## config.mk

```make
export PLATFORM = sky130hd
export DESIGN_NAME = rfs_sched
export DESIGN_NICKNAME = d
export VERILOG_FILES = /design/src/rtl/rfs_pkg.sv /design/src/rtl/rfs_span_timer.sv /design/src/rtl/rfs_owed_ctr.sv /design/src/rtl/rfs_phase_fsm.sv /design/src/rtl/rfs_sched.sv
export SDC_FILE = /design/constraint.sdc
export NUM_CORES = 1
export LEC_CHECK = 0
export ABC_AREA = 1
export CAP_MARGIN = 5
export CORE_UTILIZATION = 40
export DETAILED_ROUTE_END_ITERATION = 10
export PLACE_DENSITY = 0.6
export SLEW_MARGIN = 25
export SYNTH_ARGS = -nofsm -noshare
export SYNTH_HDL_FRONTEND = slang
export SYNTH_HIERARCHICAL = 1
export SYNTH_SLANG_ARGS = --single-unit
```

## constraint.sdc

```tcl
create_clock -name clk -period 4.1 [get_ports clk]
set_clock_uncertainty 0.1 [all_clocks]
set_input_delay 0.41 -clock clk [delete_from_list [all_inputs] [get_ports clk]]
set_output_delay 0.41 -clock clk [all_outputs]
set_load 0.05 [all_outputs]
```

## src/rtl/rfs_pkg.sv

```systemverilog
package rfs_pkg;

  typedef enum logic [1:0] {
    PH_PAUSE = 2'd0,
    PH_WAKE  = 2'd1,
    PH_RUN   = 2'd2
  } rfs_phase_e;

  // Cycles spanned by a time in microseconds at the given clock rate.
  function automatic int us_to_cycles(input int mhz, input int us);
    return mhz * us;
  endfunction

  // Cycles in one row slot: retention window split evenly over the rows.
  function automatic int slot_cycles(input int mhz, input int retain_us, input int rows);
    int c;
    c = (mhz * retain_us) / rows;
    return (c < 2) ? 2 : c;
  endfunction

  // Bits needed to hold values 0..maxval, never fewer than one.
  function automatic int bits_for(input int maxval);
    return (maxval < 2) ? 1 : $clog2(maxval + 1);
  endfunction

endpackage

```

## src/rtl/rfs_span_timer.sv

```systemverilog
module rfs_span_timer #(
  parameter int LEN = 16
) (
  input  logic clk,
  input  logic rst_n,
  input  logic run_en,
  input  logic hold_clr,
  output logic span_end
);
  localparam int CW = rfs_pkg::bits_for(LEN - 1);
  localparam logic [CW-1:0] LAST = CW'(LEN - 1);

  logic [CW-1:0] cnt;

  assign span_end = run_en && !hold_clr && (cnt == LAST);

  always_ff @(posedge clk) begin
    if (!rst_n || hold_clr) begin
      cnt <= '0;
    end else if (run_en) begin
      if (cnt == LAST) cnt <= '0;
      else             cnt <= cnt + 1'b1;
    end
  end


  span_restart_chk: assert property (@(posedge clk) disable iff (!rst_n)
    span_end |=> (cnt == '0));

endmodule

```

## src/rtl/rfs_owed_ctr.sv

```systemverilog
module rfs_owed_ctr #(
  parameter int LIMIT = 8
) (
  input  logic clk,
  input  logic rst_n,
  input  logic wipe,
  input  logic slot_end,
  input  logic paid,
  output logic pending,
  output logic at_limit
);
  localparam int OW = rfs_pkg::bits_for(LIMIT);
  localparam logic [OW-1:0] TOP = OW'(LIMIT);

  logic [OW-1:0] owed;
  logic          add_one;
  logic          sub_one;

  assign add_one  = slot_end && !paid && (owed != TOP);
  assign sub_one  = paid && !slot_end && (owed != '0);
  assign pending  = (owed != '0);
  assign at_limit = (owed == TOP);

  always_ff @(posedge clk) begin
    if (!rst_n || wipe) begin
      owed <= '0;
    end else if (add_one) begin
      owed <= owed + 1'b1;
    end else if (sub_one) begin
      owed <= owed - 1'b1;
    end
  end


  tie_hold_chk: assert property (@(posedge clk) disable iff (!rst_n)
    (slot_end && paid && !wipe) |=> (owed == $past(owed)));


  pay_down_chk: assert property (@(posedge clk) disable iff (!rst_n)
    (paid && !slot_end && !wipe && pending) |=> (owed == $past(owed - OW'(1))));


  no_overflow_chk: assert property (@(posedge clk) disable iff (!rst_n)
    owed <= TOP);

endmodule

```

## src/rtl/rfs_phase_fsm.sv

```systemverilog
module rfs_phase_fsm
  import rfs_pkg::*;
#(
  parameter int WAKE_CYCLES = 8
) (
  input  logic       clk,
  input  logic       rst_n,
  input  logic       pause_done,
  input  logic       ack,
  input  logic       pending,
  input  logic       overdue,
  output rfs_phase_e state,
  output logic       req,
  output logic       ack_take
);
  localparam int WW = bits_for(WAKE_CYCLES - 1);
  localparam logic [WW-1:0] WLAST = WW'(WAKE_CYCLES - 1);

  logic [WW-1:0] wake_cnt;

  assign req      = (state == PH_WAKE) || ((state == PH_RUN) && pending);
  assign ack_take = ack && req;

  always_ff @(posedge clk) begin
    if (!rst_n) begin
      state    <= PH_PAUSE;
      wake_cnt <= '0;
    end else begin
      case (state)
        PH_PAUSE: begin
          wake_cnt <= '0;
          if (pause_done) state <= PH_WAKE;
        end
        PH_WAKE: begin
          if (ack_take) begin
            if (wake_cnt == WLAST) state <= PH_RUN;
            else                   wake_cnt <= wake_cnt + 1'b1;
          end
        end
        PH_RUN: begin
          if (overdue) begin
            state    <= PH_WAKE;
            wake_cnt <= '0;
          end
        end
        default: state <= PH_PAUSE;
      endcase
    end
  end


  burst_done_chk: assert property (@(posedge clk) disable iff (!rst_n)
    (state == PH_WAKE && ack_take && wake_cnt == WLAST) |=> (state == PH_RUN));


  burst_short_chk: assert property (@(posedge clk) disable iff (!rst_n)
    (state == PH_WAKE && wake_cnt != WLAST) |=> (state == PH_WAKE));

endmodule

```

## src/rtl/rfs_sched.sv

```systemverilog
module rfs_sched
  import rfs_pkg::*;
#(
  parameter int CLK_MHZ     = 100,
  parameter int PAUSE_US    = 200,
  parameter int RETAIN_US   = 4000,
  parameter int ROWS        = 256,
  parameter int WAKE_CYCLES = 8,
  parameter int OWED_LIMIT  = 8
) (
  input  logic       clk,
  input  logic       rst_n,
  input  logic       rfsh_ack,
  output logic       rfsh_req,
  output logic       ready,
  output logic [1:0] phase
);
  localparam int PAUSE_CYC = us_to_cycles(CLK_MHZ, PAUSE_US);
  localparam int SLOT_CYC  = slot_cycles(CLK_MHZ, RETAIN_US, ROWS);

  rfs_phase_e state;
  logic       in_pause;
  logic       in_run;
  logic       pause_done;
  logic       slot_end;
  logic       pending;
  logic       overdue;
  logic       at_limit;
  logic       ack_take;

  assign in_pause = (state == PH_PAUSE);
  assign in_run   = (state == PH_RUN);
  assign overdue  = in_run && at_limit;

  rfs_span_timer #(.LEN(PAUSE_CYC)) u_pause (
    .clk      (clk),
    .rst_n    (rst_n),
    .run_en   (in_pause),
    .hold_clr (!in_pause),
    .span_end (pause_done)
  );

  rfs_span_timer #(.LEN(SLOT_CYC)) u_slot (
    .clk      (clk),
    .rst_n    (rst_n),
    .run_en   (in_run),
    .hold_clr (!in_run),
    .span_end (slot_end)
  );

  rfs_owed_ctr #(.LIMIT(OWED_LIMIT)) u_owed (
    .clk      (clk),
    .rst_n    (rst_n),
    .wipe     (!in_run),
    .slot_end (slot_end),
    .paid     (ack_take && in_run),
    .pending  (pending),
    .at_limit (at_limit)
  );

  rfs_phase_fsm #(.WAKE_CYCLES(WAKE_CYCLES)) u_fsm (
    .clk        (clk),
    .rst_n      (rst_n),
    .pause_done (pause_done),
    .ack        (rfsh_ack),
    .pending    (pending),
    .overdue    (overdue),
    .state      (state),
    .req        (rfsh_req),
    .ack_take   (ack_take)
  );

  assign ready = in_run;
  assign phase = state;


  quiet_pause_chk: assert property (@(posedge clk) disable iff (!rst_n)
    (phase == 2'd0) |-> (!rfsh_req && !ready));


  wake_asks_chk: assert property (@(posedge clk) disable iff (!rst_n)
    (phase == 2'd1) |-> (rfsh_req && !ready));


  overdue_fall_chk: assert property (@(posedge clk) disable iff (!rst_n)
    (ready && at_limit) |=> (phase == 2'd1 && !ready));


  legal_phase_chk: assert property (@(posedge clk) disable iff (!rst_n)
    phase != 2'd3);

endmodule

```

==> impl_metrics.toml, run 1 <==
[sta]
relSlewSlack = 0.533
hold_viol = 0
max_slew.worst_pin.slew_ps = 698
rsz0062_at_grt = "false"
fin_setup_tns_ps = 0
period_needed_ps = 2790
min_period_over_period = 0.680
finalSetupViolations = 0
drv_slew = 0
maxClockFrequency_mhz = 359

[logic_synthesis]
syn_area_um2 = 2120
synth-warning-count = 6
synth_top_area_share = 0.331
synth_seq_cells = 35
synth_top_flop_cell = "dfxtp_1"
synth_top_area_cell = "dfxtp_1"
synthArstFlopShare = 0
synth_commonest_cells = "72 x nand2_1, 65 x nor2_1, 50 x inv_1, 35 x dfxtp_1, 19 x nand3_1"
ys_seq_area_frac = 0.331
syn_inst = 329
synth_cell_types = 27
syn_area_per_cell_um2 = 6.44
syn-num-nets = 340
synth-edff-count = 0
yosys-top-cells-area = "dfxtp_1 33%, nand2_1 13%, nor2_1 12%, inv_1 8.9%, nand3_1 4.5%"
yosysMostFrequentCell = "nand2_1"

[worst_setup_path]
r2r_setup_slack_ps = 1310
cp_top_family = "simple AND/OR/NAND/NOR gates"
endpoint_kind = "flip-flop"
worstReg2RegEnd = "u_owed/owed[3]"
critPathKind = "flip-flop to flip-flop"
cp.buffers_inverters = 3
cp_num_cells = 16
worstPathArrival_ps = 2890
critical_path.cell_chain = "nand2_2, inv_1, nand2_1, nor2_1, nand3_1, nor2_1, inv_1, nor2_1, nand2_4, ha_1, nand3_1, inv_1, nor2_1, nand3_2, a21oi_1, nor2_1"
worstPathRequired_ps = 4200
r2r_cells = 16
slowest_stage = "dfxtp_1"
cp-endpoint = "u_owed/owed[3]"
crit_start = "u_fsm/state[1]"
r2r_start = "u_fsm/state[1]"
slowest_delay_ps = 500
cp-start-kind = "flip-flop"
path_max_fanout = 9
cp_common_cell = "nor2_1"

[clock_network]
clk_latency_ps = 300
cts.htree.levels = 2
cts_buffers = 5
cts_buffer_depth = 2
clk_pin_slew_ps = 80
cts_tree = "built"
cts-root-buf = "clkbuf_8"
cts_resized = 0
ctsHoldBuffers = 0
cts_setup_buffers = 0
clkSinkCount = 35

[power]
power_density_nw_per_um2 = 291
ir_drop_mv = 0.129
leakage_nw = 0.979

[route]
top_layer = "met4"
final_antenna_net_count = 0
wirelength_um = 4110
drt-initial-drc-count = 71
drc_errors = 0
via_count = 1878
wl_met1_um = 2060
firstDrtPassIters = 4
routedWlPerCell_um = 9.99
wl_met2_um = 1790
viasPerCell = 4.56
routed-wl-met3_um = 176

[die]
ios = 7
start_util = 0.415
fp.dieArea_um2 = 5590
die_width_um = 74.8
rows = 26
core_um2 = 5110
die_height_um = 74.8

[final_layout]
area_delta_synth_final_pct = 12.2
nets = 352
antenna_cells = 0
fillCellCount = 554
multi_input_area_um2 = 1200
final_cells = 412
regArea_um2 = 701
postLayoutCoreUtil = 0.465
drive_gt1_frac = 0.126
design_area_um2 = 2380

[global_routing]
grt_remaining_overflow = 0
grt_max_degree = 12
antenna_found_initial = 0
track_usage = 0.170
grt_pass1_vias = 1675
grt_pass1_wl_um = 7140

[place]
placed_area_um2 = 2260
gp_congestion = 0.821
io_buffers = 6
dp_hpwl_um = 3180
dpl.cell_count = 404

[job]
maxCapViolations = 0

[status]
run_status = "completed"

[min_path]
hp-class = "flip-flop to flip-flop"
[state kept, by name, indices dropped and copies added, names as in the netlist]
| name | count |
|---|---|
| u_pause/cnt | 15 |
| u_fsm/wake_cnt | 3 |
| u_slot/cnt | 11 |
| u_fsm/state | 2 |
| u_owed/owed | 4 |
[kinds of logic after synthesis]
kind of cell,after synthesis,share of synthesized area
buffers and inverters,58,0.105
XOR/XNOR,3,0.0124
flip-flops,35,0.331
AO/OA/AOI/OAI,27,0.0673
AND/OR/NAND/NOR,198,0.434
adder cells (fa/ha/maj),8,0.0508
[final cells by class]
| type | instances | share of cell area |
|---|---|---|
| clock buffers | 6 | 0.0348 |
| repair buffers | 6 | 0.0253 |
| inverters | 57 | 0.0900 |
| flip-flops and latches | 35 | 0.295 |
| multi-input cells | 236 | 0.503 |
| well taps | 70 | 0.0369 |
| clock inverters | 2 | 0.0147 |
[power breakdown]
| group | switching, mW | internal (mW) | leakage [nW] | total [mW] |
|---|---|---|---|---|
| combinational | 0.00977 | 0.00654 | 0.635 | 0.0163 |
| sequential | 0.00249 | 0.342 | 0.282 | 0.345 |
| clock | 0.133 | 0.197 | 0.0612 | 0.330 |
[worst reg2reg max path, cell delays in order, from the launching register on]
cell and delay [ps]:
dfxtp_1 500, nand2_2 160, inv_1 230, nand2_1 90
nor2_1 100, nand3_1 120, nor2_1 110, inv_1 60
nor2_1 210, nand2_4 120, ha_1 340, nand3_1 120
inv_1 40, nor2_1 120, nand3_2 100, a21oi_1 130
nor2_1 50
[how the worst min path moves through the flow]
stage                       from  cells past startpoint  slack (ps)           endpoint
4_1_cts        u_fsm/wake_cnt[2]                      2         400  u_fsm/wake_cnt[2]
6_report           u_slot/cnt[9]                      2         390      u_slot/cnt[9]
5_1_grt        u_fsm/wake_cnt[2]                      2         430  u_fsm/wake_cnt[2]
2_1_floorplan  u_fsm/wake_cnt[2]                      2         360  u_fsm/wake_cnt[2]
3_5_place_dp   u_fsm/wake_cnt[2]                      2         380  u_fsm/wake_cnt[2]
3_3_place_gp       u_slot/cnt[9]                      2         370      u_slot/cnt[9]
[layer usage]
layer | track usage | vias up
met5 | 0 | -
met4 | 0.0713 | 0
met3 | 0.0549 | 8
met2 | 0.264 | 20
met1 | 0.217 | 810
li1 | - | 1040
[stage by stage]
stage                     worst slack [ps]  hold slack (ps)  power [mW]
after floorplan                        898              360       0.363
after CTS                             1290              397       0.700
after global routing                   924              425       0.720
after global placement                1420              375       0.369
final                                 1310              390       0.691
after detailed placement              1310              384       0.370
[cell usage in the layout, fill, tap and decap left out]
master           count
nand3b_1             2
clkinv_1             1
nand2_1             72
nand2_4              1
fa_1                 1
nand4_1              4
nor3_1               6
nor3_2               3
a21oi_2              1
a21oi_1             15
inv_1               50
a31oi_1              1
nor3b_1              2
nand3_1             19
o21ai_1              3
bufinv_16            1
dfxtp_1             35
nand2_2              8
a211oi_1             1
nor2_4               3
nand3_2              5
nor2_2               8
xor2_1               3
nor2_1              65
clkinv_2             1
clkbuf_8             6
clkdlybuf4s50_1      6
inv_2                6
ha_1                 7
o21ai_0              6
Note: power is estimated with default switching activity, not from simulation.
==> run 2: changes to the inputs <==
clock period = 2.75 ns   (was 4.1 ns; I/O delays follow)
==> run 2 against run 1 <==
Compared with the run above: critical path depth shrank 2; non-clock buffer count grew 2; clock power grew 24%; sequential share of layout area grew 0.13 points; routed wire length grew 1.2%; combinational power grew 49%; cell area grew 0.26%; fmax grew 10%; die area is the same; total power grew 37%; largest cell class unchanged.
==> impl_metrics.toml, run 2 (synthesis results as in run 1) <==
[global_routing]
grt_max_degree = 11
antenna_found_initial = 0
top_usage_layer = "met2"
track_usage = 0.166
grt_remaining_overflow = 0
grt_use_met1 = 0.217
use_met3 = 0.0455
grt_pass1_vias = 1684
grt_pass1_wl_um = 7060
grt_use_met2 = 0.258

[final_layout]
regArea_um2 = 706
postLayoutCoreUtil = 0.466
mostFrequentLayoutCell = "nand2_1"
final_cells = 414
antenna_cells = 0
design_area_um2 = 2380
layout_common_cells = "72 x nand2_1, 65 x nor2_1, 49 x inv_1, 33 x dfxtp_1, 19 x nand3_1"
fillCellCount = 527
largest_reg_flops = 15
top_register = "u_pause/cnt"
area_delta_synth_final_pct = 12.5
drive_gt1_frac = 0.137
nets = 354
multi_input_area_um2 = 1200
reg_top3 = "u_pause/cnt: 15 flops, u_slot/cnt: 11 flops, u_owed/owed: 4 flops"

[job]
maxCapViolations = 0

[power]
net-switching-power_mw = 0.198
power_frac_clock = 0.432
ir_drop_mv = 0.160
leakage_nw = 0.970
power_frac_comb = 0.026
power_density_nw_per_um2 = 397
switching_share = 0.210
seqPwrFrac = 0.542
internal_power_mw = 0.748

[route]
final_antenna_net_count = 0
drc_errors = 0
firstDrtPassIters = 4
routedWlPerCell_um = 10.1
viasPerCell = 4.60
via_count = 1906
drt-initial-drc-count = 93
wirelength_um = 4160

[place]
dpl.cell_count = 406
dp_slack_ps = 247
placed_area_um2 = 2280
dp_hpwl_um = 3150
gp_congestion = 0.760
io_buffers = 6

[worst_setup_path]
critPathKind = "flip-flop to flip-flop"
r2r_cells = 14
cp_common_cell = "nor2_1"
worstPathRequired_ps = 2830
cp.buffers_inverters = 2
cp-start-kind = "flip-flop"
r2r_start = "u_slot/cnt[0]"
endpoint_kind = "flip-flop"
path_max_fanout = 5
worstPathArrival_ps = 2610
slowest_stage = "dfxtp_1"
r2r_setup_slack_ps = 220
cp_num_cells = 14
cp_top_family = "simple AND/OR/NAND/NOR gates"
slowest_delay_ps = 400
worstReg2RegEnd = "u_owed/owed[3]"
critical_path.cell_chain = "ha_1, nor3b_1, nand3_1, nor2_1, inv_1, nor2_1, nand2_4, ha_1, nand3_1, inv_1, nor2_1, nand3_2, a21oi_1, nor2_1"

[clock_network]
clk_pin_slew_ps = 70
cts_tree = "built"
ctsHoldBuffers = 0
cts.htree.levels = 2
cts_buffers = 5
cts_buffer_depth = 2
cts_setup_buffers = 0
clkSinkCount = 35
cts-root-buf = "clkbuf_8"
cts_resized = 0
clk_latency_ps = 280

[die]
core_um2 = 5110
die_height_um = 74.8
rows = 26
ios = 7
start_util = 0.415
fp.dieArea_um2 = 5590
die_width_um = 74.8

[min_path]
holdCritStartpoint = "u_fsm/wake_cnt[2]"
hp-class = "flip-flop to flip-flop"
min_path_cells = 2
whs_endpoint = "u_fsm/wake_cnt[2]"

[sta]
rsz0062_at_grt = "false"
maxClockFrequency_mhz = 395
min_period_over_period = 0.920
finalSetupViolations = 0
period_needed_ps = 2530
max_slew.worst_pin.slew_ps = 505
relSlewSlack = 0.662
postLayoutSetupSlackWorst_ps = 220
hold_viol = 0
fin_setup_tns_ps = 0
drv_slew = 0

[status]
run_status = "completed"
[run 2: area by class of cell]
type | instances | share of cell area
clock buffers | 8 | 0.0420
inverters | 57 | 0.0914
multi-input cells | 236 | 0.502
flip-flops and latches | 35 | 0.296
well taps | 70 | 0.0368
repair buffers | 8 | 0.0315
[run 2: routing by layer]
layer  wire (µm)  part of all wire  vias up
met2        1860              0.45       23
met1        2090              0.50      830
met5           0                 0        -
met3         145             0.035        7
li1            -                 -     1046
met4          75             0.018        0
[run 2: power by group through the flow]
stage,combinational (mW),sequential [mW],clock [mW]
5_1_grt,0.0291,0.513,0.447
4_1_cts,0.0249,0.513,0.430
3_3_place_gp,0.0244,0.525,0
2_1_floorplan,0.0169,0.524,0
6_report,0.0243,0.513,0.409
3_5_place_dp,0.0248,0.525,0
[run 2: metrics by stage]
stage | power, mW | hold slack [ps]
after floorplan | 0.541 | 288
after global placement | 0.549 | 374
after detailed placement | 0.550 | 378
after CTS | 0.968 | 389
after global routing | 0.989 | 429
final | 0.946 | 386
[run 2: how the worst max path moves through the flow]
stage                   startpoint  slack (ps)        endpoint
global route         u_slot/cnt[0]          30  u_owed/owed[3]
floorplan           u_fsm/state[0]         110  u_owed/owed[3]
detailed placement   u_slot/cnt[0]         250  u_owed/owed[3]
finish               u_slot/cnt[0]         220  u_owed/owed[3]
global placement    u_fsm/state[0]         360  u_owed/owed[3]
CTS                  u_slot/cnt[0]         220  u_owed/owed[3]
[run 2: tightest hold or removal path, stage by stage (launching register included)]
cell,delay (ps)
dfxtp_1,310
nand2_1,80
a21oi_2,50
==> run 3: changes to the inputs <==
MAX_ROUTING_LAYER = met4   (was not set)
==> run 3 against run 2 <==
Compared with the run above: critical path depth unchanged; first-iteration DRC count increased by 5.4%; clock power about the same; register-to-register slack about the same; worst setup slack better by 1.1 ps; fmax is essentially flat; flip-flop and latch count unchanged; largest power group unchanged; highest routed layer unchanged.
==> impl_metrics.toml, run 3 (synthesis results as in run 1) <==
[status]
run_status = "completed"

[place]
dp_hpwl_um = 3150
io_buffers = 6
dpl.cell_count = 406
dp_slack_ps = 247
gp_congestion = 0.770

[worst_setup_path]
crit_start = "u_slot/cnt[0]"
cp-endpoint = "u_owed/owed[3]"
worstReg2RegEnd = "u_owed/owed[3]"
cp-start-kind = "flip-flop"
worstPathRequired_ps = 2830
critPathKind = "flip-flop to flip-flop"
r2r_start = "u_slot/cnt[0]"
endpoint_kind = "flip-flop"
r2r_cells = 14
r2r_setup_slack_ps = 220
path_max_fanout = 5
worstPathArrival_ps = 2610

[power]
leakage_nw = 0.970
switching_share = 0.210
power_density_nw_per_um2 = 398
internal_power_mw = 0.748
power_frac_comb = 0.026
ir_drop_mv = 0.160
seqPwrFrac = 0.542
net-switching-power_mw = 0.199
p_total_mw = 0.947
power_frac_clock = 0.432

[die]
core_um2 = 5110
ios = 7
start_util = 0.415
rows = 26
die_height_um = 74.8
fp.dieArea_um2 = 5590
die_width_um = 74.8

[global_routing]
grt_pass1_wl_um = 7060
grt_max_degree = 11
antenna_found_initial = 0
grt_pass1_vias = 1682
track_usage = 0.171
grt_remaining_overflow = 0

[route]
drc_errors = 0
firstDrtPassIters = 4
via_count = 1906
viasPerCell = 4.60
routedWlPerCell_um = 10.0
final_antenna_net_count = 0
wirelength_um = 4150
drt-initial-drc-count = 98

[sta]
max_slew.worst_pin.slew_ps = 505
drv_slew = 0
postLayoutSetupSlackWorst_ps = 221
hold_viol = 0
min_period_over_period = 0.920
maxClockFrequency_mhz = 395
relSlewSlack = 0.662
finalSetupViolations = 0
rsz0062_at_grt = "false"
period_needed_ps = 2530
fin_setup_tns_ps = 0

[min_path]
hp-class = "flip-flop to flip-flop"

[final_layout]
layout_common_cells = "72 x nand2_1, 65 x nor2_1, 49 x inv_1, 33 x dfxtp_1, 19 x nand3_1"
drive_gt1_frac = 0.137
reg_top3 = "u_pause/cnt: 15 flops, u_slot/cnt: 11 flops, u_owed/owed: 4 flops"
area_delta_synth_final_pct = 12.5
nets = 354
mostFrequentLayoutCell = "nand2_1"
top_register = "u_pause/cnt"
antenna_cells = 0
final_cells = 414
largest_reg_flops = 15

[clock_network]
cts_setup_buffers = 0
clkSinkCount = 35
cts-root-buf = "clkbuf_8"
clk_pin_slew_ps = 70
cts_resized = 0
cts_tree = "built"
clk_latency_ps = 280
cts_buffer_depth = 2
cts_buffers = 5
ctsHoldBuffers = 0
cts.htree.levels = 2

[job]
maxCapViolations = 0
-- run 3: cell counts in the layout (fill, tap and decap cells not counted) --
No cell type changed its count.
-- run 3: layer usage --
layer  wire, µm  GRT usage
met3        143     0.0455
met4         85     0.0713
met2       1850      0.258
met1       2070      0.217
met5          0          -
-- run 3: worst min-delay path by stage --
stage                                  from           endpoint  slack [ps]  cells past startpoint
after floorplan                       rst_n     u_fsm/state[0]         290                      2
after global placement    u_fsm/wake_cnt[2]  u_fsm/wake_cnt[2]         370                      2
after detailed placement  u_fsm/wake_cnt[2]  u_fsm/wake_cnt[2]         380                      2
after CTS                 u_fsm/wake_cnt[2]  u_fsm/wake_cnt[2]         390                      2
after global routing          u_slot/cnt[9]      u_slot/cnt[9]         430                      2
final                     u_fsm/wake_cnt[2]  u_fsm/wake_cnt[2]         390                      2
-- run 3: final cells by class --
| type | instances | area (µm²) |
|---|---|---|
| clock buffer | 8 | 100 |
| fill | 527 | 2730 |
| inverter | 57 | 218 |
| multi-input combinational | 236 | 1200 |
| sequential | 35 | 706 |
| tap | 70 | 87.6 |
| timing repair buffer | 8 | 75.1 |
-- run 3: worst max-delay path, cell delays in order, from the launching register on --
cell,delay [ps]
dfxtp_1,400
ha_1,170
nor3b_1,220
nand3_1,150
nor2_1,110
inv_1,50
nor2_1,220
nand2_4,120
ha_1,340
nand3_1,130
inv_1,50
nor2_1,110
nand3_2,90
a21oi_1,130
nor2_1,50
-- run 3: per-stage QoR --
step	utilization	hold slack, ps	cell area (µm²)
2_1_floorplan	-	288	2130
3_3_place_gp	0.447	374	2280
3_5_place_dp	0.447	378	2280
4_1_cts	0.466	389	2380
5_1_grt	0.466	429	2380
6_report	0.466	386	2380
-- run 3: power groups by stage --
stage | sequential [mW] | clock, mW | combinational, mW
after floorplan | 0.524 | 0 | 0.0169
after global placement | 0.525 | 0 | 0.0244
after detailed placement | 0.525 | 0 | 0.0248
after CTS | 0.513 | 0.430 | 0.0249
after global routing | 0.513 | 0.447 | 0.0291
final | 0.513 | 0.410 | 0.0243
